==> src/rtl/sop_alu.sv <==
module sop_alu #(
  parameter int WORD_W = 16,
  parameter int OP_W   = 4
) (
  input  logic [OP_W-1:0]   op_sel,
  input  logic              byte_mode,
  input  logic [WORD_W-1:0] operand,
  input  logic [3:0]        flags_in,
  output logic [WORD_W-1:0] result,
  output logic [3:0]        flags_out,
  output logic              illegal_op
);
  localparam int HALF = WORD_W / 2;
  localparam logic [WORD_W-1:0] ONES     = '1;
  localparam logic [WORD_W-1:0] LOW_ONES = ONES >> HALF;
  localparam logic [WORD_W-1:0] W_SIGN   = ONES ^ (ONES >> 1);
  localparam logic [WORD_W-1:0] B_SIGN   = LOW_ONES ^ (LOW_ONES >> 1);

  localparam logic [OP_W-1:0] OP_CLR = 0,  OP_COM = 1,  OP_INC = 2,  OP_DEC = 3;
  localparam logic [OP_W-1:0] OP_NEG = 4,  OP_ADC = 5,  OP_SBC = 6,  OP_TST = 7;
  localparam logic [OP_W-1:0] OP_ROR = 8,  OP_ROL = 9,  OP_ASR = 10, OP_ASL = 11;
  localparam logic [OP_W-1:0] OP_SWP = 12, OP_SXT = 13;

  logic              n_i, z_i, v_i, c_i;
  logic [WORD_W-1:0] mask, sgn, opv, cy, r;
  logic              shout, full, ill, rn, rz;
  logic [3:0]        fo;

  assign {n_i, z_i, v_i, c_i} = flags_in;
  assign mask = byte_mode ? LOW_ONES : ONES;
  assign sgn  = byte_mode ? B_SIGN : W_SIGN;
  assign opv  = operand & mask;
  assign cy   = WORD_W'(c_i);

  always_comb begin
    r     = opv;
    shout = 1'b0;
    full  = 1'b0;
    ill   = 1'b0;
    case (op_sel)
      OP_CLR: r = '0;
      OP_COM: r = ~opv & mask;
      OP_INC: r = (opv + WORD_W'(1)) & mask;
      OP_DEC: r = (opv - WORD_W'(1)) & mask;
      OP_NEG: r = (WORD_W'(0) - opv) & mask;
      OP_ADC: r = (opv + cy) & mask;
      OP_SBC: r = (opv - cy) & mask;
      OP_TST: r = opv;
      OP_ROR: begin r = (opv >> 1) | (c_i ? sgn : '0);  shout = opv[0]; end
      OP_ROL: begin r = ((opv << 1) | cy) & mask;       shout = |(opv & sgn); end
      OP_ASR: begin r = (opv >> 1) | (opv & sgn);       shout = opv[0]; end
      OP_ASL: begin r = (opv << 1) & mask;              shout = |(opv & sgn); end
      OP_SWP: begin full = 1'b1; r = {operand[HALF-1:0], operand[WORD_W-1:HALF]}; end
      OP_SXT: begin full = 1'b1; r = n_i ? ONES : '0; end
      default: ill = 1'b1;
    endcase
  end

  assign rn = (op_sel == OP_SWP) ? r[HALF-1] :
              full               ? r[WORD_W-1] : |(r & sgn);
  assign rz = (op_sel == OP_SWP) ? (r[HALF-1:0] == '0) : (r == '0);

  always_comb begin
    case (op_sel)
      OP_CLR: fo = 4'b0100;
      OP_COM: fo = {rn, rz, 1'b0, 1'b1};
      OP_INC: fo = {rn, rz, r == sgn, c_i};
      OP_DEC: fo = {rn, rz, r == (mask ^ sgn), c_i};
      OP_NEG: fo = {rn, rz, r == sgn, r != '0};
      OP_ADC: fo = {rn, rz, (opv == (mask ^ sgn)) && (r == sgn),
                            (opv == mask) && (r == '0)};
      OP_SBC: fo = {rn, rz, (opv == sgn) && (r == (mask ^ sgn)),
                            (opv == '0) && (r == mask)};
      OP_TST: fo = {rn, rz, 1'b0, 1'b0};
      OP_ROR, OP_ROL, OP_ASR, OP_ASL: fo = {rn, rz, rn ^ shout, shout};
      OP_SWP: fo = {rn, rz, 1'b0, 1'b0};
      OP_SXT: fo = {rn, rz, 1'b0, c_i};
      default: fo = flags_in;
    endcase
  end

  assign result     = ill ? operand : full ? r : ((operand & ~mask) | r);
  assign flags_out  = fo;
  assign illegal_op = ill;
endmodule


==> config.mk <==
export PLATFORM = sky130hd
export DESIGN_NAME = sop_alu
export DESIGN_NICKNAME = d
export VERILOG_FILES = /design/src/rtl/sop_alu.sv
export SDC_FILE = /design/constraint.sdc
export NUM_CORES = 1
export LEC_CHECK = 0
export ABC_CLOCK_PERIOD_IN_PS = 5600
export BUFFER_PORTS_ARGS = -buffer_cell sky130_fd_sc_hd__buf_2
export CELL_PAD_IN_SITES_DETAIL_PLACEMENT = 0
export CELL_PAD_IN_SITES_GLOBAL_PLACEMENT = 1
export CORE_MARGIN = 2
export CORE_UTILIZATION = 44
export DETAILED_ROUTE_END_ITERATION = 16
export PLACE_DENSITY_LB_ADDON = 0.1
export SLEW_MARGIN = 25
export SYNTH_ARGS = -nofsm -noshare
export SYNTH_HDL_FRONTEND = slang
export SYNTH_SLANG_ARGS = --single-unit
==> constraint.sdc <==
create_clock -name vclk -period 5.6
set_input_delay 0.56 -clock vclk [all_inputs]
set_output_delay 0.56 -clock vclk [all_outputs]
set_load 0.02 [all_outputs]
# ---- Word level (Yosys, flattened, before mapping)
# Index checks and enable logic that the tools add are counted.
dict set report classes {
  n_addsub 5
  n_eq_ne 19
  n_mux 14
  bitwise 20
  reduce_logical 17
}
# operator n
set ops {}
lappend ops {{one-hot mux 16 bit (13 select lines)} 1}
lappend ops {{AND 16 bit} 12}
lappend ops {{equality test 16 bit} 6}
lappend ops {{two-way mux 16 bit} 6}
lappend ops {{one-hot mux 4 bit (10 select lines)} 1}
lappend ops {{zero test 16 bit} 2}
lappend ops {{NOT 16 bit} 2}
lappend ops {{bitwise OR 15 x 16 -> 16 bit} 2}
lappend ops {{OR reduction 16 bit} 2}
lappend ops {{equality test 4 bit (second input constant)} 6}
lappend ops {{adder 16 x 1 -> 16 bit} 1}
lappend ops {{adder 16 x 1 -> 16 bit (second input constant)} 1}
lappend ops {{equality test 4 x 3 -> 1 bit (second input constant)} 4}
lappend ops {{bitwise OR 16 x 1 -> 16 bit} 1}
lappend ops {{bitwise OR 16 bit} 1}
lappend ops {{nonzero test 16 bit} 1}
lappend ops {{subtractor 1 x 16 -> 16 bit (first input constant)} 1}
lappend ops {{subtractor 16 x 1 -> 16 bit} 1}
lappend ops {{subtractor 16 x 1 -> 16 bit (second input constant)} 1}
lappend ops {{XOR 16 bit} 1}
lappend ops {{OR reduction 14 bit} 1}
lappend ops {{equality test 4 x 2 -> 1 bit (second input constant)} 2}
lappend ops {{zero test 8 bit} 1}
lappend ops {{OR reduction 2 bit} 4}
lappend ops {{7 further kinds} 14}
dict set report totals {
  reg_bits 0
  inputBits 25
  output_inout_bits 21
  word_cells 75
}

# ---- Depth between registers and ports, before layout
dict set report logic_depth {
  word_depth 11
  ltp_mapped 21
  ltp_nobuf 17
}

# ---- Least setup slack after synthesis
# OpenSTA, ideal clock, no wires.
dict set report synth_timing {
  path_kind {input-to-output}
  startpoint {in op_sel[2]}
  endpoint {out flags_out[1]}
  arrival_ps 4653
  required_ps 5040
  setup_slack_ps 387
  path_stages 19
  n_path_buf 5
  path_cell_list {buf_4 clkbuf_1 buf_2 buf_1 nand2_1 a211o_1 ha_1 inv_1 ha_1 clkbuf_1 nor4_1 o31ai_1 nor3b_1 o31ai_1 nor4_1 a211oi_2 nor4b_1 o2111ai_1 o31ai_1}
}
dict set report synth_between {
  elab_chain_len 8
}
# item line
set synth_lines {}
lappend synth_lines {{start: declaration} 5} ;# input logic [OP_W-1:0] op_sel,
lappend synth_lines {{equality test 4 bit (tied with other cells)} {40, 64}}
lappend synth_lines {{one-hot mux 16 bit (13 select lines)} 40} ;# case (op_sel)
lappend synth_lines {{AND 16 bit} 60} ;# full ? r[WORD_W-1] : |(r & sgn);
lappend synth_lines {{OR reduction 16 bit} 60}
lappend synth_lines {{two-way mux 1 bit} 60}
lappend synth_lines {{two-way mux 1 bit} 59} ;# assign rn = (op_sel == OP_SWP) ? r[HALF-1] :
lappend synth_lines {{XOR 1 bit} 75} ;# OP_ROR, OP_ROL, OP_ASR, OP_ASL: fo = {rn, rz, rn ^ shout, shout};
lappend synth_lines {{one-hot mux 4 bit (10 select lines) (*)} 64} ;# case (op_sel)
lappend synth_lines {{end: declaration} 10} ;# output logic [3:0] flags_out,
# Mark *: on every way between the ends. The rest lies on a longest branch, timed or not.

# ---- Worst setup path in the final report
dict set report layout_timing {
  startpoint {in op_sel[1]}
  endpoint {out flags_out[0]}
}
dict set report layout_between {
  elab_chain_len 5
}
# item line
set layout_lines {}
lappend layout_lines {{equality test 4 bit (tied with other cells)} {40, 64}}
lappend layout_lines {{one-hot mux 16 bit (13 select lines)} 40}
lappend layout_lines {{equality test 16 bit / zero test 16 bit (equally long branches)} {73, 71}}
lappend layout_lines {{logical AND 1 bit (on tied branches)} {73, 71}}
lappend layout_lines {{one-hot mux 4 bit (10 select lines) (*)} 64}
# Marked as above.

==> flow_summary_export.csv <==
group,metric,value,unit
die,num_io_pins,46,
synth,synthesis.nets,674,
pwr,ir_drop,0.0784,mV
cts,hold_buffers,0,
critical_path,start_kind,"primary input",
global_routing,grt_util_met1,55.2,%
critical_path,path_delay_family,"simple AND/OR/NAND/NOR gates",
pwr,power.leakage,1.65,nW
timing,finalCritPeriodShare,96.5,%
detailed_routing,drt_first_pass_iters,6,
placed_design,io_buffers,46,
final_layout,antenna_cells,0,
pwr,switching_share,66.5,%
placed_design,dpl.hpwl,14200,microns
timing,slew_headroom,40.0,%
synth,ys_seq_area_share,0,%
final_layout,clkbuf_count,0,
critical_path,cp-end-kind,"output port",
synth,syn-cell-area,3950,sq um
die,die_area,9750,sq um
final_layout,drive_gt1_share,15.6,%
critical_path,cpPeakStageDelay,0.47,ns
die,rows,34,
global_routing,grtUsageMet2,57.3,%
die,core,8720,sq um
detailed_routing,detail_route.iter0.violations,681,
detailed_routing,drc_errors,0,
hold_path,hold_depth,4,
critical_path,path_depth,17,
die,die_x,98.8,microns
pwr,p_comb_share,100.0,%
final_layout,seq_cells,0,
global_routing,grtUsageTotal,38.6,%
timing,setup_viol,0,
critical_path,slowest_stage,"o31ai_1",
timing,finalSetupTns,0,ns
pwr,power_density,104,nW/um^2
detailed_routing,wire_per_inst,25.7,microns
detailed_routing,routed_wl,19400,microns
timing,drv_slew,0,
timing,hold_violations,0,
die,initial_core_util,45.3,%
final_layout,seq_area,0,sq um
critical_path,worstPathArrival,4.85,ns
global_routing,grt_pass1_vias,5106,
critical_path,worstPathRequired,5.04,ns
final_layout,postLayoutCoreUtil,48.7,%
global_routing,grt_max_degree,40,
hold_path,worstHoldPathType,"in -> out",
global_routing,antenna_found_initial,0,
timing,grt_setup_unrepaired,"false",
critical_path,crit_buf_inv,4,
synth,yosysUniqueCellTypes,86,
synth,yosysWarnings,0,
pwr,p_int,0.000148,W
detailed_routing,via_per_inst,7.34,
global_routing,grt_overflow,0,
final_layout,fin_nets,684,
critical_path,critical_path.cell_chain,"buf_2, nor2b_1, o311ai_4, inv_2, buf_4, ha_1, nand4b_1, a31oi_1, or3_1, a2111o_1, and3_1, o31ai_1, nand2_1, nor3b_2, mux2i_1, or3_1, buf_2",
timing,maxClockFrequency,0.185,GHz
run,maxCapViolations,0,
cts,ctsResizeCount,0,
placed_design,gp_congestion,1.03,
critical_path,path_class,"in -> out",
run_status,status,"finished clean",
hold_path,worstHoldStart,"flags_in[1]",
final_layout,multi_input_area,3590,sq um
pwr,clkPwrFrac,0,%
final_layout,fillCellCount,940,
critical_path,path_max_fanout,21,
global_routing,grt-busiest-layer,"met2",
die,die_h,98.8,microns
synth,avgSynthCellArea,6.18,sq um
final_layout,syn_to_final_growth,7.57,%
hold_path,holdPathEnd,"flags_out[1]",
detailed_routing,num_vias,5539,
cts,post_cts.repair.setup_buffers,0,
global_routing,grt_pass1_wl,30000,microns
synth,synthCells,639,
pwr,seqPwrFrac,0,%
timing,worst_pin_slew,0.891,ns
pwr,p_sw,0.000293,W
global_routing,met3_usage,6.95,%
timing,layout_min_cycle_time,5.41,ns
detailed_routing,postRouteAntennaNets,0,
[worst min-delay path, delay by kind of cell]
kind | cells | cell delay [ns]
buf+inv | 2 | 0.24
compound gates | 2 | 0.12
[through the flow]
| step | cell area, sq um | total power (W) | worst slack, ns | std cells | hold slack, ns |
|---|---|---|---|---|---|
| floorplan | 3950 | 0.000291 | 0.387 | 639 | 1.34 |
| global placement | 4230 | 0.000421 | 0.444 | 755 | 1.47 |
| detailed placement | 4230 | 0.000421 | 0.296 | 755 | 1.47 |
| CTS | 4230 | 0.000423 | 0.282 | 755 | 1.48 |
| global route | 4250 | 0.000467 | 0.0294 | 755 | 1.48 |
| finish | 4250 | 0.000441 | 0.194 | 755 | 1.47 |
[power by group through the flow]
stage | clock network (W) | registers (W) | logic, W
2_1_floorplan | 0 | 0 | 0.000291
3_3_place_gp | 0 | 0 | 0.000421
3_5_place_dp | 0 | 0 | 0.000421
4_1_cts | 0 | 0 | 0.000423
5_1_grt | 0 | 0 | 0.000467
6_report | 0 | 0 | 0.000441
[layout by cell type, fill, tap and decap left out, drive strengths merged, types with 4 or more instances in the layout]
cell / Yosys / routed
buf: 25 / 74
nand2: 69 / 69
nor2: 58 / 58
o21ai: 58 / 58
a21oi: 42 / 42
nand3: 22 / 22
inv: 20 / 20
nor3: 15 / 15
nor2b: 14 / 14
xnor2: 14 / 14
nand2b: 13 / 13
mux2i: 13 / 13
a21o: 12 / 12
o211ai: 12 / 12
a22oi: 12 / 12
and3: 10 / 10
a31oi: 10 / 10
ha: 10 / 10
nor4: 10 / 10
a211o: 7 / 7
o22ai: 7 / 7
a221o: 7 / 7
o2111ai: 7 / 7
a22o: 7 / 7
nand4: 7 / 7
or3: 7 / 7
o31ai: 7 / 7
a221oi: 6 / 6
nor3b: 6 / 6
nand3b: 5 / 5
or4: 5 / 5
a32oi: 4 / 4
o221ai: 4 / 4
nor4b: 4 / 4
[cell families (layout without fill, tap and decap cells)]
family | count (synthesis) | count (layout) | share of synthesized area (%)
compound gates | 247 | 247 | 44.1
xor+xnor | 15 | 15 | 3.32
fa+ha+maj | 10 | 10 | 3.17
buf+inv | 88 | 96 | 9.66
mux | 14 | 14 | 3.58
simple gates | 265 | 265 | 36.2
[cell usage after synthesis (7+ instances only)]
| master | number | area share, % |
|---|---|---|
| a21oi_1 | 42 | 5.3 |
| ha_1 | 10 | 3.2 |
| inv_1 | 16 | 1.5 |
| a31oi_1 | 10 | 1.6 |
| o2111ai_1 | 7 | 1.6 |
| o211ai_1 | 12 | 2.3 |
| nand2_1 | 69 | 6.6 |
| o31ai_1 | 7 | 1.3 |
| clkbuf_1 | 41 | 3.9 |
| a22oi_1 | 12 | 2.3 |
| a22o_1 | 7 | 1.6 |
| and3_1 | 10 | 1.6 |
| nand3_1 | 22 | 2.8 |
| nor3_1 | 14 | 1.8 |
| buf_2 | 17 | 2.2 |
| nor4_1 | 9 | 1.4 |
| xnor2_1 | 14 | 3.1 |
| nor2_1 | 58 | 5.5 |
| mux2i_1 | 13 | 3.3 |
| o21ai_0 | 51 | 6.5 |
| a21o_1 | 12 | 2.3 |
| a221o_1 | 7 | 1.8 |
| a211o_1 | 7 | 1.6 |
| o22ai_1 | 7 | 1.1 |
| nor2b_1 | 14 | 2.2 |
| nand2b_1 | 13 | 2.1 |
[routing by layer]
layer,up-vias,wire [microns]
li1,2473,-
met1,2579,7890
met2,417,8210
met3,70,2370
met4,0,903
met5,-,0
[how the worst max path moves through the flow]
stage | from | endpoint | slack, ns
2_1_floorplan | op_sel[2] | flags_out[1] | 0.39
3_3_place_gp | op_sel[1] | flags_out[0] | 0.44
3_5_place_dp | op_sel[1] | flags_out[1] | 0.30
4_1_cts | op_sel[1] | flags_out[0] | 0.28
5_1_grt | op_sel[1] | flags_out[0] | 0.03
6_report | op_sel[1] | flags_out[0] | 0.19
[cell type report]
cell class | count | area share [%]
multi-input combinational | 551 | 84.5
timing repair buffer | 74 | 10.4
inverter | 22 | 1.94
tap | 108 | 3.18
No activity file was read; power rests on OpenSTA's default activity.
